## src/rtl/cpwm_pkg.sv

```systemverilog
package cpwm_pkg;
   typedef enum logic {
      DIR_DOWN = 1'b0,
      DIR_UP   = 1'b1
   } cpwm_dir_t;
endpackage

```

## src/rtl/cpwm_prescale.sv

```systemverilog
module cpwm_prescale #(
   parameter int SEL_W = 3
) (
   input  logic             clk,
   input  logic             rst_n,
   input  logic [SEL_W-1:0] sel,
   output logic             tick
);
   localparam int DIV_W = (1 << SEL_W) - 1;

   if (SEL_W < 1 || SEL_W > 5) begin : g_bad_sel
      $error("cpwm_prescale: SEL_W out of range");
   end

   logic [DIV_W-1:0] pcnt_q;
   logic [DIV_W-1:0] mask;

   always_comb begin
      mask = ~({DIV_W{1'b1}} << sel);
      tick = &(pcnt_q | ~mask);
   end

   always_ff @(posedge clk or negedge rst_n) begin
      if (!rst_n) pcnt_q <= '0;
      else        pcnt_q <= pcnt_q + 1'b1;
   end

   // code zero must tick on every clock
   a_r3_div_one : assert property (@(posedge clk) disable iff (!rst_n)
      (sel == '0) |-> tick);
endmodule

```

## src/rtl/cpwm_shadow.sv

```systemverilog
module cpwm_shadow #(
   parameter int W = 16
) (
   input  logic           clk,
   input  logic           rst_n,
   input  logic           hi_we,
   input  logic           lo_we,
   input  logic [W/2-1:0] wbyte,
   input  logic           commit,
   output logic [W-1:0]   work
);
   localparam int HW = W / 2;

   if (W < 4 || (W % 2) != 0) begin : g_bad_w
      $error("cpwm_shadow: W must be even and at least 4");
   end

   logic [W-1:0] hold_q;
   logic         hi_seen_q, lo_seen_q;
   logic         load;

   assign load = commit & hi_seen_q & lo_seen_q;

   always_ff @(posedge clk or negedge rst_n) begin
      if (!rst_n) begin
         hold_q    <= '0;
         work      <= '0;
         hi_seen_q <= 1'b0;
         lo_seen_q <= 1'b0;
      end else begin
         if (load)  work <= hold_q;
         if (hi_we) hold_q[W-1:HW] <= wbyte;
         if (lo_we) hold_q[HW-1:0] <= wbyte;
         hi_seen_q <= hi_we | (hi_seen_q & ~load);
         lo_seen_q <= lo_we | (lo_seen_q & ~load);
      end
   end

   // working value moves only on a commit request
   a_r8_commit_gate : assert property (@(posedge clk) disable iff (!rst_n)
      !commit |=> $stable(work));
endmodule

```

## src/rtl/cpwm_updown.sv

```systemverilog
module cpwm_updown
   import cpwm_pkg::*;
#(
   parameter int W = 16
) (
   input  logic         clk,
   input  logic         rst_n,
   input  logic         tick,
   input  logic [W-1:0] limit,
   output logic [W-1:0] cnt,
   output cpwm_dir_t    dir
);
   logic [W-1:0] cnt_inc, cnt_dec;

   assign cnt_inc = cnt + 1'b1;
   assign cnt_dec = cnt - 1'b1;

   always_ff @(posedge clk or negedge rst_n) begin
      if (!rst_n) begin
         cnt <= '0;
         dir <= DIR_UP;
      end else if (tick) begin
         if (limit == '0) begin
            cnt <= '0;
            dir <= DIR_UP;
         end else if (cnt == '0) begin
            cnt <= {{(W-1){1'b0}}, 1'b1};
            dir <= (limit == {{(W-1){1'b0}}, 1'b1}) ? DIR_DOWN : DIR_UP;
         end else if (dir == DIR_UP) begin
            cnt <= cnt_inc;
            if (cnt_inc >= limit) dir <= DIR_DOWN;
         end else begin
            cnt <= cnt_dec;
            if (cnt_dec == '0) dir <= DIR_UP;
         end
      end
   end

   // the sweep never passes the limit
   a_r2_cnt_bound : assert property (@(posedge clk) disable iff (!rst_n)
      cnt <= limit);
   // counting advances only on prescaler ticks
   a_r2_hold_idle : assert property (@(posedge clk) disable iff (!rst_n)
      !tick |=> $stable(cnt));
endmodule

```

## src/rtl/cpwm_timer.sv

```systemverilog
module cpwm_timer
   import cpwm_pkg::*;
#(
   parameter int DATA_W  = 16,
   parameter int SEL_W   = 3,
   parameter bit OUT_REG = 1'b1
) (
   input  logic              clk,
   input  logic              rst_n,
   input  logic [SEL_W-1:0]  presc_sel,
   input  logic              pol_high,
   input  logic [DATA_W/2-1:0] wdata,
   input  logic              lim_hi_we,
   input  logic              lim_lo_we,
   input  logic              cmp_hi_we,
   input  logic              cmp_lo_we,
   output logic              pwm_out
);
   localparam int MSB = DATA_W - 1;

   if (DATA_W < 4 || (DATA_W % 2) != 0) begin : g_bad_data_w
      $error("cpwm_timer: DATA_W must be even and at least 4");
   end

   logic              tick, commit;
   logic [DATA_W-1:0] lim_w, cmp_w, cnt;
   cpwm_dir_t         dir;
   logic              full_on, in_pulse, active_nxt, active;

   cpwm_prescale #(.SEL_W(SEL_W)) i_presc (
      .clk(clk), .rst_n(rst_n), .sel(presc_sel), .tick(tick));

   // transfer on the tick that brings the counter to zero (or keeps it there)
   assign commit = tick & ((lim_w == '0) |
                   ((dir == DIR_DOWN) & (cnt == {{(DATA_W-1){1'b0}}, 1'b1})));

   cpwm_shadow #(.W(DATA_W)) i_lim (
      .clk(clk), .rst_n(rst_n), .hi_we(lim_hi_we), .lo_we(lim_lo_we),
      .wbyte(wdata), .commit(commit), .work(lim_w));

   cpwm_shadow #(.W(DATA_W)) i_cmp (
      .clk(clk), .rst_n(rst_n), .hi_we(cmp_hi_we), .lo_we(cmp_lo_we),
      .wbyte(wdata), .commit(commit), .work(cmp_w));

   cpwm_updown #(.W(DATA_W)) i_cnt (
      .clk(clk), .rst_n(rst_n), .tick(tick), .limit(lim_w),
      .cnt(cnt), .dir(dir));

   always_comb begin
      full_on    = !cmp_w[MSB] && (lim_w != '0) && (cmp_w >= lim_w);
      in_pulse   = !cmp_w[MSB] &&
                   ((dir == DIR_UP) ? (cnt < cmp_w) : (cnt <= cmp_w));
      active_nxt = full_on | in_pulse;
   end

   if (OUT_REG) begin : g_out_reg
      logic active_q;
      always_ff @(posedge clk or negedge rst_n) begin
         if (!rst_n) active_q <= 1'b0;
         else        active_q <= active_nxt;
      end
      assign active = active_q;

      // negative compare level forces the inactive state
      a_r7_neg_off : assert property (@(posedge clk) disable iff (!rst_n)
         cmp_w[MSB] |=> !active);
      // compare at or above a nonzero limit forces the active state
      a_r5_full_on : assert property (@(posedge clk) disable iff (!rst_n)
         (!cmp_w[MSB] && lim_w != '0 && cmp_w >= lim_w) |=> active);
   end else begin : g_out_comb
      assign active = active_nxt;
   end

   assign pwm_out = pol_high ? active : ~active;

   // a new limit appears only together with a counter at zero
   a_r8_zero_swap : assert property (@(posedge clk) disable iff (!rst_n)
      !$stable(lim_w) |-> (cnt == '0));
endmodule

```

## config.mk

```make
export PLATFORM = sky130hd
export DESIGN_NAME = cpwm_timer
export DESIGN_NICKNAME = d
export VERILOG_FILES = /design/src/rtl/cpwm_pkg.sv /design/src/rtl/cpwm_prescale.sv /design/src/rtl/cpwm_shadow.sv /design/src/rtl/cpwm_updown.sv /design/src/rtl/cpwm_timer.sv
export SDC_FILE = /design/constraint.sdc
export NUM_CORES = 1
export LEC_CHECK = 0
export BUFFER_PORTS_ARGS = -buffer_cell sky130_fd_sc_hd__buf_2
export CORE_MARGIN = 5
export CORE_UTILIZATION = 45
export CTS_BUF_LIST = sky130_fd_sc_hd__clkbuf_4 sky130_fd_sc_hd__clkbuf_8
export CTS_CLUSTER_DIAMETER = 30
export DETAILED_ROUTE_END_ITERATION = 10
export PLACE_DENSITY = 0.62
export SLEW_MARGIN = 40
export SYNTH_ARGS = -nofsm -noshare
export SYNTH_HDL_FRONTEND = slang
export SYNTH_SLANG_ARGS = --single-unit
export TNS_END_PERCENT = 20
```

## constraint.sdc

```tcl
create_clock -name clk -period 2.8 [get_ports clk]
set_input_delay 0.28 -clock clk [delete_from_list [all_inputs] [get_ports clk]]
set_output_delay 0.28 -clock clk [all_outputs]
set_load 0.1 [all_outputs]
```

* After elaboration in Yosys (flattened, before gate mapping)
Cells that the tools add are included.
** Word-level totals
- Logic and storage cells :: 67
- Output and inout bits :: 1
- Flip-flop bits (word level) :: 93
- Input bits :: 18
** Cells by class
- Bitwise operators :: 23
- Shift operators :: 1
- Order comparisons :: 4
- Eq/ne operators :: 2
- Muxes and demuxes :: 11
- $add $sub $neg :: 3
- Reductions and logical operators :: 9
** Operators with widths (count)
- $logic_not 16->1 :: 3
- $mux 16 :: 3
- $eq 16x1->1 const B :: 2
- $ge 16x16->1 :: 2
- $add 16x1->16 const B :: 1
- $le 16x16->1 :: 1
- $lt 16x16->1 :: 1
- $reduce_bool 16->1 :: 1
- $sub 16x1->16 const B :: 1
- $not 7->7 :: 2
- $and 1x1->1 :: 10
- $mux 1 :: 8
- $add 7x1->7 const B :: 1
- $or 7x7->7 :: 1
- $reduce_and 7->1 :: 1
- $shl 7x3->7 const A :: 1
- $or 1x1->1 :: 6
- $not 1->1 :: 4
- $logic_and 1x1->1 :: 3
- $logic_not 1->1 :: 1

* Logic depth before layout (Yosys ltp)
- Depth in word-level cells :: 11
- Gate-level depth with buffers :: 13
- Depth with buffers taken out :: 12

* By module
From an unflattened synthesis, not the netlist that was laid out.
** Second synthesis, totals
- Cells, all modules :: 567
- Area, all modules :: 5821.8 µm²
** By module, submodules not included
- cpwm_shadow :: area each 1311.3 µm², instances 2, sequential area each 850.8 µm², cells each 74
- cpwm_updown :: area each 1979.4 µm², instances 1, sequential area each 426.7 µm², cells each 261
- cpwm_timer :: area each 899.6 µm², instances 1, sequential area each 25.0 µm², cells each 129
- cpwm_prescale :: area each 320.3 µm², instances 1, sequential area each 175.2 µm², cells each 29

* Worst setup path after synthesis
OpenSTA, ideal clock, no wires.
- Path type :: reg2reg
- Start :: reg i_cnt.cnt[2]
- End :: reg i_cnt.dir
- Arrival time :: 2.660 ns
- Slack :: 0.061 ns
- Stages on the path, launching flop included :: 13
- Required time :: 2.721 ns
- Library setup time :: 0.079 ns
- Clock period less this slack :: 2.739 ns
- Path buffers :: 1
- Cell sequence :: dfrtp_1 > clkbuf_1 > nand2_1 > nor4_1 > nand3_1 > xnor2_1 > ha_1 > o21ai_0 > nor2_1 > or3_1 > nor3_1 > a32oi_1 > o21ai_0
** Between the ends
- Word-level cells in the longest chain between the ends :: 6
- Elaborated cells between the ends (all ways) :: 10
- Those cells by class :: 2 x add/sub; 1 x order compare; 5 x mux; 2 x reduce/logical
** Ends and longest elaborated chain
- from (decl) :: RTL line cpwm_updown.sv:10 : output logic [W-1:0] cnt,
- from (signal assigned) :: RTL line cpwm_updown.sv:27 : cnt <= {{(W-1){1'b0}}, 1'b1};
- from (signal assigned) :: RTL line cpwm_updown.sv:30 : cnt <= cnt_inc;
- from (signal assigned) :: RTL line cpwm_updown.sv:33 : cnt <= cnt_dec;
- $add 16x1->16 or $sub 16x1->16 (tied branches) :: RTL line cpwm_updown.sv:15, cpwm_updown.sv:16
- $ge 16x16->1 or $logic_not 16->1 (tied branches) :: RTL line cpwm_updown.sv:31, cpwm_updown.sv:34
- $mux 1, on equally long branches :: RTL line cpwm_updown.sv:31, cpwm_updown.sv:34
- $mux 1 :: RTL line cpwm_updown.sv:29 : end else if (dir == DIR_UP) begin
- $mux 1 (*) :: RTL line cpwm_updown.sv:26 : end else if (cnt == '0) begin
- $mux 1 (*) :: RTL line cpwm_updown.sv:23 : if (limit == '0) begin
- to (signal assigned) :: RTL line cpwm_updown.sv:28 : dir <= (limit == {{(W-1){1'b0}}, 1'b1}) ? DIR_DOWN : DIR_UP;
- to (decl) :: RTL line cpwm_updown.sv:11 : output cpwm_dir_t dir
Mark *: on every way between the ends. The rest lies on a longest branch, timed or not.
A chain may end at the register's enable or synchronous reset.

* Worst setup path in the final report
- Start :: reg i_cnt.cnt[6]
- End :: reg i_lim.work[2]
** Between the ends
- Word-level cells in the longest chain between the ends :: 6
** Ends and longest elaborated chain
- $eq 16x1->1 :: RTL line cpwm_timer.sv:35 : ((dir == DIR_DOWN) & (cnt == {{(DATA_W-1){1'b0}}, 1'b1})));
- $and 1x1->1 :: RTL line cpwm_timer.sv:35
- $or 1x1->1 :: RTL line cpwm_timer.sv:34 : assign commit = tick & ((lim_w == '0) |
- $and 1x1->1 :: RTL line cpwm_timer.sv:34
- $and 1x1->1 (2 in a row) :: RTL line cpwm_shadow.sv:22 : assign load = commit & hi_seen_q & lo_seen_q;
- to (signal assigned) :: RTL line cpwm_shadow.sv:31 : if (load) work <= hold_q;
- to (decl) :: RTL line cpwm_shadow.sv:10 : output logic [W-1:0] work
Every way passes these cells.

==> flow_summary.html <==
<table>
<tr><th>Metric</th><th>Value</th></tr>
<tr><th colspan="2">Finish</th></tr>
<tr><td>Sequential cell area</td><td>0.00234 sq mm</td></tr>
<tr><td>Leading cell type in the layout, fill and taps excluded</td><td>dfrtp_1</td></tr>
<tr><td>Leading cell types in the layout, fill and taps excluded</td><td>dfrtp_1, ha_1, mux2_2</td></tr>
<tr><td>Synthesis-to-layout area growth</td><td>12.1%</td></tr>
<tr><td>Antenna diode count</td><td>0</td></tr>
<tr><td>Post-route cell area</td><td>0.00649 sq mm</td></tr>
<tr><td>Number of non-filler instances in the completed layout</td><td>763</td></tr>
<tr><td>Count of filler cells inserted in the layout</td><td>around 1200</td></tr>
<tr><td>Footprint of the multi-input gates</td><td>0.00320 sq mm</td></tr>
<tr><td>Post-layout net count</td><td>658</td></tr>
<tr><td>Fraction of final layout cells sized beyond drive strength 1</td><td>25.9%</td></tr>
<tr><th colspan="2">Worst setup path</th></tr>
<tr><td>WP data required</td><td>between 3 and 4 ns</td></tr>
<tr><td>Arr. time, crit path</td><td>2.96 ns</td></tr>
<tr><td>Critical path startpoint category</td><td>register</td></tr>
<tr><td>Max Fanout on Critical Path</td><td>17</td></tr>
<tr><td>Setup CP Type</td><td>reg2reg</td></tr>
<tr><td>Critical Path End Type</td><td>register</td></tr>
<tr><th colspan="2">Die</th></tr>
<tr><td>Site row count</td><td>41</td></tr>
<tr><td>Die outline height</td><td>123 um</td></tr>
<tr><td>Total Die Area</td><td>0.0152 sq mm</td></tr>
<tr><td>Starting utilization of the core area</td><td>roughly 46%</td></tr>
<tr><td>Number of I/O pins</td><td>19</td></tr>
<tr><td>CORE AREA</td><td>0.0126 sq mm</td></tr>
<tr><td>Die width</td><td>about 120 um</td></tr>
<tr><th colspan="2">Synth</th></tr>
<tr><td>Number of distinct library cell variants in the gate-level netlist after synthesis</td><td>63</td></tr>
<tr><td>Syn. warnings</td><td>0</td></tr>
<tr><td>Area of the mapped netlist</td><td>0.00579 sq mm</td></tr>
<tr><td>Mean area per synthesized cell</td><td>10.6 sq um</td></tr>
<tr><td>Number of enable flip-flop cells after synthesis</td><td>0</td></tr>
<tr><td>Asr flop ratio synth</td><td>100%</td></tr>
<tr><td>Net count after synthesis</td><td>617</td></tr>
<tr><td>Share of synthesized area occupied by flip-flops and latches</td><td>about two fifths</td></tr>
<tr><td>Number of flip-flops and latches in the synthesized netlist</td><td>93</td></tr>
<tr><td>Most common flop cell mapped by yosys</td><td>dfrtp_1</td></tr>
<tr><td>Post-Syn Instances</td><td>545</td></tr>
<tr><th colspan="2">STA</th></tr>
<tr><td>Final Hold Fails</td><td>0</td></tr>
<tr><td>Headroom to the max-slew limit</td><td>53.0%</td></tr>
<tr><td>Post-route setup TNS</td><td>0 ns</td></tr>
<tr><td>Post-route worst hold slack</td><td>around 0.21 ns</td></tr>
<tr><td>Number of max-slew violations in the final report</td><td>0</td></tr>
<tr><td>Actual transition at the worst max-transition pin</td><td>roughly 0.71 ns</td></tr>
<tr><td>Final critical delay including setup and external delays</td><td>2.68 ns</td></tr>
<tr><td>Post-Route Skew</td><td>~0.012 ns</td></tr>
<tr><td>Setup repair after global routing missed its margin</td><td>no</td></tr>
<tr><td>Max Freq</td><td>roughly 0.37 GHz</td></tr>
<tr><td>Period Utilization, post-route</td><td>roughly 96%</td></tr>
<tr><td>Count of endpoints failing setup in the final report</td><td>0</td></tr>
<tr><th colspan="2">GRT</th></tr>
<tr><td>Congestion Overflow GR</td><td>0</td></tr>
<tr><td>Number of antenna violations at the first check in global routing</td><td>0</td></tr>
<tr><td>Total Routing Usage GR</td><td>20.0%</td></tr>
<tr><td>Pin count of the biggest net entering global routing</td><td>54</td></tr>
<tr><td>First-pass GRT wire length</td><td>23500 um</td></tr>
<tr><td>Vias in the first global route</td><td>~4500</td></tr>
<tr><th colspan="2">Clock network</th></tr>
<tr><td>Worst-case clock buffer depth</td><td>2</td></tr>
<tr><td>Clock input transition at the sequential cells of the worst setup and hold paths</td><td>0.10 ns</td></tr>
<tr><td>Clock root buffer master</td><td>clkbuf_8</td></tr>
<tr><td>Number of levels in the clock H-tree</td><td>3</td></tr>
<tr><td>Clock Sink Count</td><td>93</td></tr>
<tr><td>Worst skew pair latency</td><td>roughly 0.39 ns</td></tr>
<tr><td>TritonCTS Buffers</td><td>9</td></tr>
<tr><td>CTS tree</td><td>built</td></tr>
<tr><th colspan="2">Detailed routing</th></tr>
<tr><td>Antenna Violating Nets Remaining</td><td>0</td></tr>
<tr><td>Avg WL per Cell</td><td>18.3 um</td></tr>
<tr><td>Drt initial violations</td><td>296</td></tr>
<tr><td>First-pass DRT Iterations</td><td>4</td></tr>
<tr><td>Average vias per placed instance</td><td>around 5.6</td></tr>
<tr><td>DR vias</td><td>4290</td></tr>
<tr><td>Drt drc</td><td>0</td></tr>
<tr><td>Detailed Route WL</td><td>14000 um</td></tr>
<tr><th colspan="2">Hold path</th></tr>
<tr><td>Kind of path behind the tightest hold check</td><td>in2reg</td></tr>
<tr><th colspan="2">Power</th></tr>
<tr><td>Leakage</td><td>2.97 nW</td></tr>
<tr><td>Max rail drop VDD</td><td>0.468 mV</td></tr>
<tr><td>Final Total Pwr</td><td>5.96 mW</td></tr>
<tr><td>Power per unit of standard cell area</td><td>roughly 920 mW/mm^2</td></tr>
<tr><th colspan="2">Place</th></tr>
<tr><td>Number of I/O port buffers</td><td>18</td></tr>
<tr><td>Final RePlAce weighted congestion</td><td>0.902</td></tr>
<tr><td>Estimated wirelength of the detail-placed design</td><td>10600 um</td></tr>
<tr><td>Standard cell area after detailed placement</td><td>0.00625 sq mm</td></tr>
<tr><td>Number of cells after detailed placement</td><td>745</td></tr>
<tr><th colspan="2">Run status</th></tr>
<tr><td>Run status</td><td>completed</td></tr>
<tr><th colspan="2">Flow run</th></tr>
<tr><td>Max-cap viol count</td><td>0</td></tr>
</table>
## routing by layer
| metal | vias to the layer above | wire length [um] | GRT usage [%] |
|---|---|---|---|
| li1 | 2057 | - | - |
| met1 | 2136 | 6450 | 27.1 |
| met2 | 74 | 6730 | 32.7 |
| met3 | 23 | 539 | 4.07 |
| met4 | 0 | 276 | 5.74 |
| met5 | - | 0 | 0 |
## sequential cells by signal (all words and copies together), names as in the netlist
name / flops
i_cmp.hold_q: 16
i_cmp.work: 16
i_cnt.cnt: 16
i_lim.hold_q: 16
i_lim.work: 16
i_presc.pcnt_q: 7
active: 1
i_cmp.hi_seen_q: 1
i_cmp.lo_seen_q: 1
i_cnt.dir: 1
i_lim.hi_seen_q: 1
i_lim.lo_seen_q: 1
## stage by stage
| step | util (%) | setup WS, ns |
|---|---|---|
| after CTS | 51.2 | 0.0707 |
| after global routing | 51.4 | 0.00952 |
| after floorplan | - | 0.0613 |
| after detailed placement | 49.5 | 0.102 |
| final | 51.4 | 0.120 |
| after global placement | 49.5 | 0.150 |
## synthesized netlist by cell type (3+ instances only)
cell type,number,area (sq um)
or2_2,3,18.8
nand4_1,13,81.3
o32ai_1,3,26.3
mux2_2,46,518
mux2i_1,3,30.0
nor3b_1,5,37.5
xor2_1,10,87.6
and2_1,3,18.8
nor3_1,18,90.1
or4_1,4,30.0
ha_1,54,676
clkbuf_1,14,52.6
o21bai_1,3,22.5
nor4_1,8,50.1
a211oi_1,8,60.1
o21ai_0,24,120
a31oi_1,6,37.5
nand3_1,10,50.1
or3_1,4,25.0
a21oi_1,23,115
nor2_1,26,97.6
mux2_4,18,270
inv_1,42,158
a21o_1,10,75.1
nand2_1,26,97.6
xnor2_1,15,131
and3_1,5,31.3
o211ai_1,3,22.5
nand2b_1,5,31.3
dfrtp_1,92,2300
buf_2,3,15.0
## area by class of cell
cell class | count | area share, %
flip-flops and latches | 93 | 36.0
inverters | 43 | 2.49
clock buffers | 9 | 1.91
clock inverters | 7 | 1.21
well taps | 172 | 3.31
multi-input cells | 387 | 49.3
repair buffers | 52 | 5.78
## critical path: stages, from the launching register on
cell and delay, ns:
dfrtp_2 0.45, or3_4 0.41, nand4b_4 0.19, or4b_4 0.52, a21oi_4 0.23, and3_1 0.24
buf_12 0.19, mux2_2 0.35
## repair_timing
| item | 4_1_cts | 5_1_grt |
|---|---|---|
| gates resized for setup | 0 | 9 |
| hold buffers | 1 | 0 |
| buffers inserted | 0 | 1 |
| endpoints found under the setup margin | 0 | 4 |
| endpoints found under the hold margin | 52 | 0 |
## power by group
group | internal [mW] | switching [mW]
clock | 0.353 | 0.551
combinational | 1.40 | 1.64
sequential | 1.67 | 0.340
## cell families after synthesis
logic type / Yosys count / share of synthesized area (%)
mux: 67 / 14.1
fa+ha+maj: 54 / 11.7
compound gates: 100 / 11.4
flops: 93 / 40.2
buf+inv: 65 / 4.82
simple gates: 141 / 14.0
xor+xnor: 25 / 3.78
## final timing paths
check,from,to,slack (ns),depth (start not counted)
min in group asynchronous,rst_n,i_lim.work[0],0.50,2
hold reg to reg,i_presc.pcnt_q[6],i_presc.pcnt_q[6],0.47,1
max in group asynchronous,rst_n,i_cnt.dir,1.56,3
setup reg to reg,i_cnt.cnt[6],i_lim.work[2],0.12,7
setup / recovery,i_cnt.cnt[6],i_lim.work[2],0.12,7
hold / removal,wdata[6],i_lim.hold_q[6],0.21,2
(Power assumes the default switching activity.)
